===== config.mk =====
export PLATFORM = sky130hd
export DESIGN_NAME = ptw_walker
export DESIGN_NICKNAME = d
export VERILOG_FILES = /design/src/rtl/ptw_pkg.sv /design/src/rtl/ptw_addr_gen.sv /design/src/rtl/ptw_entry_decode.sv /design/src/rtl/ptw_perm_check.sv /design/src/rtl/ptw_walker.sv
export SDC_FILE = /design/constraint.sdc
export NUM_CORES = 1
export LEC_CHECK = 0
export BUFFER_PORTS_ARGS = -buffer_cell sky130_fd_sc_hd__buf_2
export CORE_ASPECT_RATIO = 0.5
export CORE_MARGIN = 2
export CORE_UTILIZATION = 50
export DETAILED_ROUTE_END_ITERATION = 10
export PLACE_DENSITY_LB_ADDON = 0.2
export SYNTH_ARGS = -nofsm -noshare
export SYNTH_HDL_FRONTEND = slang
export SYNTH_SLANG_ARGS = --single-unit

===== constraint.sdc =====
create_clock -name clk -period 2.2 [get_ports clk]
set_input_delay 0.33 -clock clk [delete_from_list [all_inputs] [get_ports clk]]
set_output_delay 0.33 -clock clk [all_outputs]
set_load 0.02 [all_outputs]

===== src/rtl/ptw_pkg.sv =====
`timescale 1ns/1ps
package ptw_pkg;
   // entry flag positions inside a 32-bit table word
   localparam int PTE_USER    = 0;
   localparam int PTE_WRITE   = 1;
   localparam int PTE_EXEC    = 2;
   localparam int PTE_ACC     = 4;
   localparam int PTE_DIRTY   = 5;
   localparam int PTE_PRESENT = 10;
   localparam int PTE_LAST    = 11;
   localparam int PROT_W      = 3;

   typedef enum logic [2:0] {
      ST_IDLE,
      ST_READ_L1,
      ST_READ_L2,
      ST_WRITE,
      ST_DONE,
      ST_FAULT
   } walk_state_t;
endpackage


===== src/rtl/ptw_addr_gen.sv =====
`timescale 1ns/1ps
module ptw_addr_gen #(
   parameter int VA_W        = 32,
   parameter int PAGE_BITS   = 13,
   parameter int DIR_BITS    = 8,
   parameter int ENTRY_BYTES = 4
) (
   input  logic [VA_W-PAGE_BITS-1:0] base_frame,
   input  logic [VA_W-PAGE_BITS-1:0] table_frame,
   input  logic [VA_W-PAGE_BITS-1:0] vpn,
   output logic [VA_W-1:0]           dir_addr,
   output logic [VA_W-1:0]           leaf_addr
);
   localparam int VPN_W     = VA_W - PAGE_BITS;
   localparam int TBL_BITS  = VPN_W - DIR_BITS;
   localparam int IDX_SHIFT = $clog2(ENTRY_BYTES);

   logic [DIR_BITS-1:0] dir_idx;
   logic [TBL_BITS-1:0] tbl_idx;

   assign dir_idx = vpn[VPN_W-1 -: DIR_BITS];
   assign tbl_idx = vpn[TBL_BITS-1:0];

   // tables are page aligned, so the base occupies the frame field
   assign dir_addr  = {base_frame, {PAGE_BITS{1'b0}}}
                    + VA_W'({dir_idx, {IDX_SHIFT{1'b0}}});
   assign leaf_addr = {table_frame, {PAGE_BITS{1'b0}}}
                    + VA_W'({tbl_idx, {IDX_SHIFT{1'b0}}});
endmodule


===== src/rtl/ptw_entry_decode.sv =====
`timescale 1ns/1ps
module ptw_entry_decode
   import ptw_pkg::*;
#(
   parameter int VA_W      = 32,
   parameter int PAGE_BITS = 13
) (
   input  logic [VA_W-1:0]           entry,
   input  logic                      set_acc,
   input  logic                      set_dirty,
   output logic [VA_W-PAGE_BITS-1:0] frame,
   output logic                      present,
   output logic                      last,
   output logic [PROT_W-1:0]         prot,
   output logic [VA_W-1:0]           merged
);
   assign frame   = entry[VA_W-1:PAGE_BITS];
   assign present = entry[PTE_PRESENT];
   assign last    = entry[PTE_LAST];
   assign prot    = {entry[PTE_EXEC], entry[PTE_WRITE], entry[PTE_USER]};

   always_comb begin
      merged            = entry;
      merged[PTE_ACC]   = entry[PTE_ACC]   | set_acc;
      merged[PTE_DIRTY] = entry[PTE_DIRTY] | set_dirty;
   end
endmodule


===== src/rtl/ptw_perm_check.sv =====
`timescale 1ns/1ps
module ptw_perm_check #(
   parameter bit FETCH_NEEDS_EXEC = 1'b1
) (
   input  logic present,
   input  logic fetch,
   input  logic exec,
   output logic leaf_ok
);
   generate
      if (FETCH_NEEDS_EXEC) begin : g_exec_rule
         assign leaf_ok = present & (~fetch | exec);
      end else begin : g_present_only
         logic unused_bits;
         assign unused_bits = fetch ^ exec;
         assign leaf_ok     = present;
      end
   endgenerate
endmodule


===== src/rtl/ptw_walker.sv =====
`timescale 1ns/1ps
module ptw_walker
   import ptw_pkg::*;
#(
   parameter int VA_W             = 32,
   parameter int PAGE_BITS        = 13,
   parameter int DIR_BITS         = 8,
   parameter int ENTRY_BYTES      = 4,
   parameter bit FETCH_NEEDS_EXEC = 1'b1
) (
   input  logic                      clk,
   input  logic                      rst_n,
   input  logic [VA_W-PAGE_BITS-1:0] dir_base,
   input  logic                      miss_valid,
   input  logic [VA_W-1:0]           miss_vaddr,
   input  logic                      miss_fetch,
   output logic                      miss_accept,
   input  logic                      wb_valid,
   input  logic [VA_W-1:0]           wb_vaddr,
   input  logic                      wb_accessed,
   input  logic                      wb_dirty,
   output logic                      wb_accept,
   output logic                      busy,
   output logic                      mem_req,
   output logic                      mem_we,
   output logic [VA_W-1:0]           mem_addr,
   output logic [VA_W-1:0]           mem_wdata,
   input  logic                      mem_ack,
   input  logic [VA_W-1:0]           mem_rdata,
   output logic                      fill_done,
   output logic                      fill_fault,
   output logic [VA_W-PAGE_BITS-1:0] fill_frame,
   output logic [PROT_W-1:0]         fill_prot,
   output logic                      fill_huge,
   output logic                      wb_done
);
   localparam int FRAME_W  = VA_W - PAGE_BITS;
   localparam int TBL_BITS = FRAME_W - DIR_BITS;

   generate
      if (PAGE_BITS <= PTE_LAST) begin : g_bad_page
         $error("PAGE_BITS leaves no room for the entry flags");
      end
      if (TBL_BITS + $clog2(ENTRY_BYTES) > PAGE_BITS) begin : g_bad_split
         $error("second-level table does not fit in one page");
      end
      if (ENTRY_BYTES < 2) begin : g_bad_entry
         $error("ENTRY_BYTES must be at least 2");
      end
   endgenerate

   walk_state_t         state;
   logic                op_wb;
   logic                fetch_q, acc_q, dirty_q, huge_q;
   logic [FRAME_W-1:0]  vpn_q, base_q, tbl_q, frame_q;
   logic [PROT_W-1:0]   prot_q;
   logic [VA_W-1:0]     wr_addr_q, wdata_q;

   logic [VA_W-1:0]     dir_addr, leaf_addr;
   logic [FRAME_W-1:0]  d_frame;
   logic                d_present, d_last;
   logic [PROT_W-1:0]   d_prot;
   logic [VA_W-1:0]     d_merged;
   logic                leaf_ok;

   ptw_addr_gen #(
      .VA_W(VA_W), .PAGE_BITS(PAGE_BITS),
      .DIR_BITS(DIR_BITS), .ENTRY_BYTES(ENTRY_BYTES)
   ) u_addr (
      .base_frame (base_q),
      .table_frame(tbl_q),
      .vpn        (vpn_q),
      .dir_addr   (dir_addr),
      .leaf_addr  (leaf_addr)
   );

   ptw_entry_decode #(
      .VA_W(VA_W), .PAGE_BITS(PAGE_BITS)
   ) u_dec (
      .entry    (mem_rdata),
      .set_acc  (acc_q),
      .set_dirty(dirty_q),
      .frame    (d_frame),
      .present  (d_present),
      .last     (d_last),
      .prot     (d_prot),
      .merged   (d_merged)
   );

   ptw_perm_check #(
      .FETCH_NEEDS_EXEC(FETCH_NEEDS_EXEC)
   ) u_perm (
      .present(d_present),
      .fetch  (fetch_q),
      .exec   (d_prot[2]),
      .leaf_ok(leaf_ok)
   );

   // write-back has priority so memory is current before a new walk
   assign wb_accept   = (state == ST_IDLE) & wb_valid;
   assign miss_accept = (state == ST_IDLE) & miss_valid & ~wb_valid;
   assign busy        = (state != ST_IDLE);

   always_ff @(posedge clk) begin
      if (!rst_n) begin
         state     <= ST_IDLE;
         op_wb     <= 1'b0;
         fetch_q   <= 1'b0;
         acc_q     <= 1'b0;
         dirty_q   <= 1'b0;
         huge_q    <= 1'b0;
         vpn_q     <= '0;
         base_q    <= '0;
         tbl_q     <= '0;
         frame_q   <= '0;
         prot_q    <= '0;
         wr_addr_q <= '0;
         wdata_q   <= '0;
      end else begin
         case (state)
            ST_IDLE: begin
               if (wb_valid) begin
                  op_wb   <= 1'b1;
                  vpn_q   <= wb_vaddr[VA_W-1:PAGE_BITS];
                  acc_q   <= wb_accessed;
                  dirty_q <= wb_dirty;
                  fetch_q <= 1'b0;
                  base_q  <= dir_base;
                  state   <= ST_READ_L1;
               end else if (miss_valid) begin
                  op_wb   <= 1'b0;
                  vpn_q   <= miss_vaddr[VA_W-1:PAGE_BITS];
                  fetch_q <= miss_fetch;
                  acc_q   <= 1'b0;
                  dirty_q <= 1'b0;
                  base_q  <= dir_base;
                  state   <= ST_READ_L1;
               end
            end
            ST_READ_L1: begin
               if (mem_ack) begin
                  tbl_q <= d_frame;
                  if (!d_present) begin
                     state <= op_wb ? ST_DONE : ST_FAULT;
                  end else if (d_last) begin
                     if (op_wb) begin
                        wr_addr_q <= dir_addr;
                        wdata_q   <= d_merged;
                        state     <= ST_WRITE;
                     end else begin
                        huge_q  <= 1'b1;
                        frame_q <= {d_frame[FRAME_W-1 -: DIR_BITS],
                                    vpn_q[TBL_BITS-1:0]};
                        prot_q  <= d_prot;
                        state   <= leaf_ok ? ST_DONE : ST_FAULT;
                     end
                  end else begin
                     state <= ST_READ_L2;
                  end
               end
            end
            ST_READ_L2: begin
               if (mem_ack) begin
                  if (!d_present) begin
                     state <= op_wb ? ST_DONE : ST_FAULT;
                  end else if (op_wb) begin
                     wr_addr_q <= leaf_addr;
                     wdata_q   <= d_merged;
                     state     <= ST_WRITE;
                  end else begin
                     huge_q  <= 1'b0;
                     frame_q <= d_frame;
                     prot_q  <= d_prot;
                     state   <= leaf_ok ? ST_DONE : ST_FAULT;
                  end
               end
            end
            ST_WRITE: begin
               if (mem_ack) state <= ST_DONE;
            end
            ST_DONE:  state <= ST_IDLE;
            ST_FAULT: state <= ST_IDLE;
            default:  state <= ST_IDLE;
         endcase
      end
   end

   always_comb begin
      mem_req   = 1'b0;
      mem_we    = 1'b0;
      mem_addr  = '0;
      mem_wdata = '0;
      case (state)
         ST_READ_L1: begin
            mem_req  = 1'b1;
            mem_addr = dir_addr;
         end
         ST_READ_L2: begin
            mem_req  = 1'b1;
            mem_addr = leaf_addr;
         end
         ST_WRITE: begin
            mem_req   = 1'b1;
            mem_we    = 1'b1;
            mem_addr  = wr_addr_q;
            mem_wdata = wdata_q;
         end
         default: ;
      endcase
   end

   assign fill_done  = (state == ST_DONE) & ~op_wb;
   assign wb_done    = (state == ST_DONE) & op_wb;
   assign fill_fault = (state == ST_FAULT);
   assign fill_frame = frame_q;
   assign fill_prot  = prot_q;
   assign fill_huge  = fill_done & huge_q;
endmodule


==> flow_summary_export.csv <==
group,metric,value,unit
cts,clock_sinks,149,
floorplan,die_x,180,um
yosys,synth-edff-count,0,
detailed_routing,dr.pass1.iters,5,
setup_path,slowest_stage,"dfxtp_4",
grt,top_usage_layer,"met2",
setup_path,start_kind,"flip-flop",
cts,clk_path_buf_depth,2,
timing,relSlewSlack,0.480,
placement,portBuffers,189,
placement,place_congestion,0.864,
floorplan,ios,218,
detailed_routing,routed_wl,23.5,mm
timing,clock.fmax,454,MHz
setup_path,endpoint_kind,"output pin",
placement,place_hpwl,15.7,mm
yosys,netlist_area,0.00775,mm^2
run_status,violations,"setup timing",
worst_hold_path,min_path_type,"in -> reg",
setup_path,critical_path_class,"reg -> out",
setup_path,r2r_cells,6,
yosys,ys_warn_count,0,
grt,grt_pass1_vias,6851,
grt,grt.total_usage,0.275,
floorplan,start_util,0.507,
final_layout,syn2layout_area_growth,26.3,%
yosys,ys_ff_latch,149,
setup_path,worstPathArrival,1870,ps
cts,cts_hold_buf,0,
yosys,synth.area.top_cells,"dfxtp_1 38%, mux2i_1 13%, nand2_1 5.6%",
detailed_routing,ant_nets,0,
grt,met1_usage,0.386,
setup_path,crit_chain,"buf_2 -> nor3b_4 -> clkbuf_16 -> a22o_1 -> buf_2",
yosys,yosysSeqAreaShare,0.385,
detailed_routing,route.vias.total,7455,
timing,finalHoldViolations,0,
final_layout,stdcell_area,0.00979,mm^2
yosys,netlist.area_leader.share,0.385,
grt,grt_overflow,0,
yosys,synth-async-reset-ratio,0,
cts,cts_tree,"yes",
cts,clk-insertion-delay-late,420,ps
cts,cts_buffers,17,
cts,root_buffer,"clkbuf_16",
run,cap_violations,0,
grt,use_met3,0.0496,
yosys,synthCells,880,
cts,clk_pin_slew,60,ps
detailed_routing,viasPerCell,5.92,
floorplan,row_count,32,
timing,clock_skew,11.6,ps
setup_path,worst-path-max-fanout,12,
floorplan,die_h,92.0,um
timing,rsz0062_at_grt,"true",
setup_path,cp_data_required_time,1870,ps
timing,worst_pin_slew,780,ps
grt,use_met2,0.436,
timing,worst_slack,-1.41,ps
detailed_routing,post_drt_wl_per_cell,18.6,um
yosys,yosys.area.top_type,"dfxtp_1",
placement,dpl-instance-area,0.00887,mm^2
final_layout,drive_above_1_share,0.323,
final_layout,nets,1165,
pwr,vdd_drop_max,691,uV
timing,finalSetupViolCount,1,
timing,period_needed,2200,ps
yosys,syn_avg_cell_area,8.81,um^2
yosys,synth_flop_cell,"dfxtp_1",
floorplan,die-area,0.0166,mm^2
timing,fin_crit_sh,1.00,
cts,htreeDepth,4,
grt,grt_pass1_wl,36.5,mm
run_status,status,"finished with violations",
yosys,ys_types,47,
setup_path,cpMostUsedCell,"buf_2",
worst_hold_path,min_path_cells,3,
timing,final_max_slew_viol_count,0,
detailed_routing,drtIter0Drc,493,
floorplan,core-area,0.0153,mm^2
grt,grt_max_degree,112,
setup_path,crit_path_max_incr_delay,410,ps
final_layout,utilization,0.640,
pwr,power.density,778,mW/mm^2
grt,antenna_found_initial,0,
detailed_routing,drc,0,
final_layout,diodes,0,
pwr,power_leakage,0.00398,uW
## critical path: cells and delay by family, from the launching register on
kind            cells  cell delay, ps
flops               1             410
simple gates        1             260
buf+inv             3             590
compound gates      1             190
## per-layer routing
layer / part of all wire / up-vias
met4: 0.016 / 0
met5: 0 / -
li1: - / 3531
met2: 0.45 / 323
met3: 0.075 / 30
met1: 0.46 / 3571
## path summary, 6_finish.rpt
check / end / slack, ps / startpoint
worst min register to register: wdata_q[23] / 450 / wdata_q[23]
worst max-delay path: mem_addr[12] / -1 / state[1]
worst min-delay path: base_q[7] / 150 / dir_base[7]
worst max register to register: wr_addr_q[6] / 150 / state[1]
## cells in the mapped netlist (2+ instances only)
| cell type | instances |
|---|---|
| dfxtp_1 | 149 |
| nand2_1 | 116 |
| mux2i_1 | 100 |
| a21oi_1 | 61 |
| clkbuf_1 | 58 |
| o211ai_1 | 57 |
| nand4_1 | 38 |
| and2_1 | 35 |
| nor2_1 | 33 |
| a22oi_1 | 27 |
| mux2_2 | 27 |
| nand3_1 | 25 |
| o21ai_0 | 23 |
| a211oi_1 | 21 |
| buf_2 | 21 |
| o211ai_2 | 20 |
| buf_1 | 9 |
| buf_4 | 8 |
| buf_6 | 5 |
| nand2b_1 | 4 |
| nor3b_1 | 4 |
| a22o_1 | 3 |
| inv_1 | 3 |
| nor2b_1 | 3 |
| o32ai_1 | 3 |
| a2111o_1 | 2 |
| o21a_1 | 2 |
| o221a_2 | 2 |
| o2bb2ai_1 | 2 |
| or4_1 | 2 |
## metrics by stage
stage	power, uW	setup TNS, ps	setup WS [ps]	cells	hold slack (ps)
finish	7620	-1.41	-1.41	1259	150
global route	7880	-251	-48.2	1259	154
CTS	7590	-70.3	-25.4	1249	143
detailed placement	4250	0	253	1212	442
global placement	4220	0	282	1212	438
floorplan	3810	0	250	881	430
## sequential cells by signal, indices dropped and copies added (netlist names)
register and count:
fill_frame 19, op_wb 1, fetch_q 1, state 3
huge_q 1, dirty_q 1, wr_addr_q 30, acc_q 1
fill_prot 3, vpn_q 19, base_q 19, tbl_q 19
wdata_q 32
## final cells by class
| cell class | count | area (um^2) |
|---|---|---|
| repair inverters | 1 | 5.00 |
| inverters | 4 | 18.8 |
| flip-flops and latches | 149 | 2990 |
| fillers | 1322 | 5510 |
| clock buffers | 19 | 433 |
| clock inverters | 13 | 229 |
| repair buffers | 242 | 1490 |
| multi-input cells | 627 | 4360 |
| well taps | 204 | 255 |
## where the power goes
| group | internal, uW | total (uW) | switching [uW] |
|---|---|---|---|
| Combinational | 524 | 1320 | 795 |
| Clock | 2130 | 3290 | 1160 |
| Sequential | 2850 | 3010 | 153 |
| Total | 5510 | 7620 | 2110 |
## timing repair
action	CTS	global route
gates cloned	2	3
pin swaps	2	0
gates resized for setup	9	27
setup endpoints to repair	48	45
setup buffers	3	7
## cells by family after synthesis
kind of cell           after synthesis  synth area share
and+or+nand+nor                    271             0.173
muxes                              127             0.168
buffers and inverters              105            0.0630
AOI/OAI and AO/OA                  227             0.210
DFF                                149             0.385
other                                1          0.000484
## cells in the final DEF, fill, tap and decap left out, types with 4 or more instances in the layout
| cell | count |
|---|---|
| buf_2 | 181 |
| dfxtp_1 | 146 |
| nand2_1 | 116 |
| mux2i_1 | 100 |
| a21oi_1 | 61 |
| o211ai_1 | 57 |
| buf_4 | 45 |
| nand4_1 | 38 |
| and2_1 | 35 |
| nor2_1 | 33 |
| mux2_2 | 27 |
| nand3_1 | 25 |
| a22oi_1 | 24 |
| o21ai_0 | 23 |
| a211oi_1 | 20 |
| o211ai_2 | 20 |
| clkbuf_16 | 18 |
| buf_6 | 9 |
| bufinv_16 | 6 |
| nand2b_1 | 4 |
Note: power is estimated with default switching activity, not from simulation.
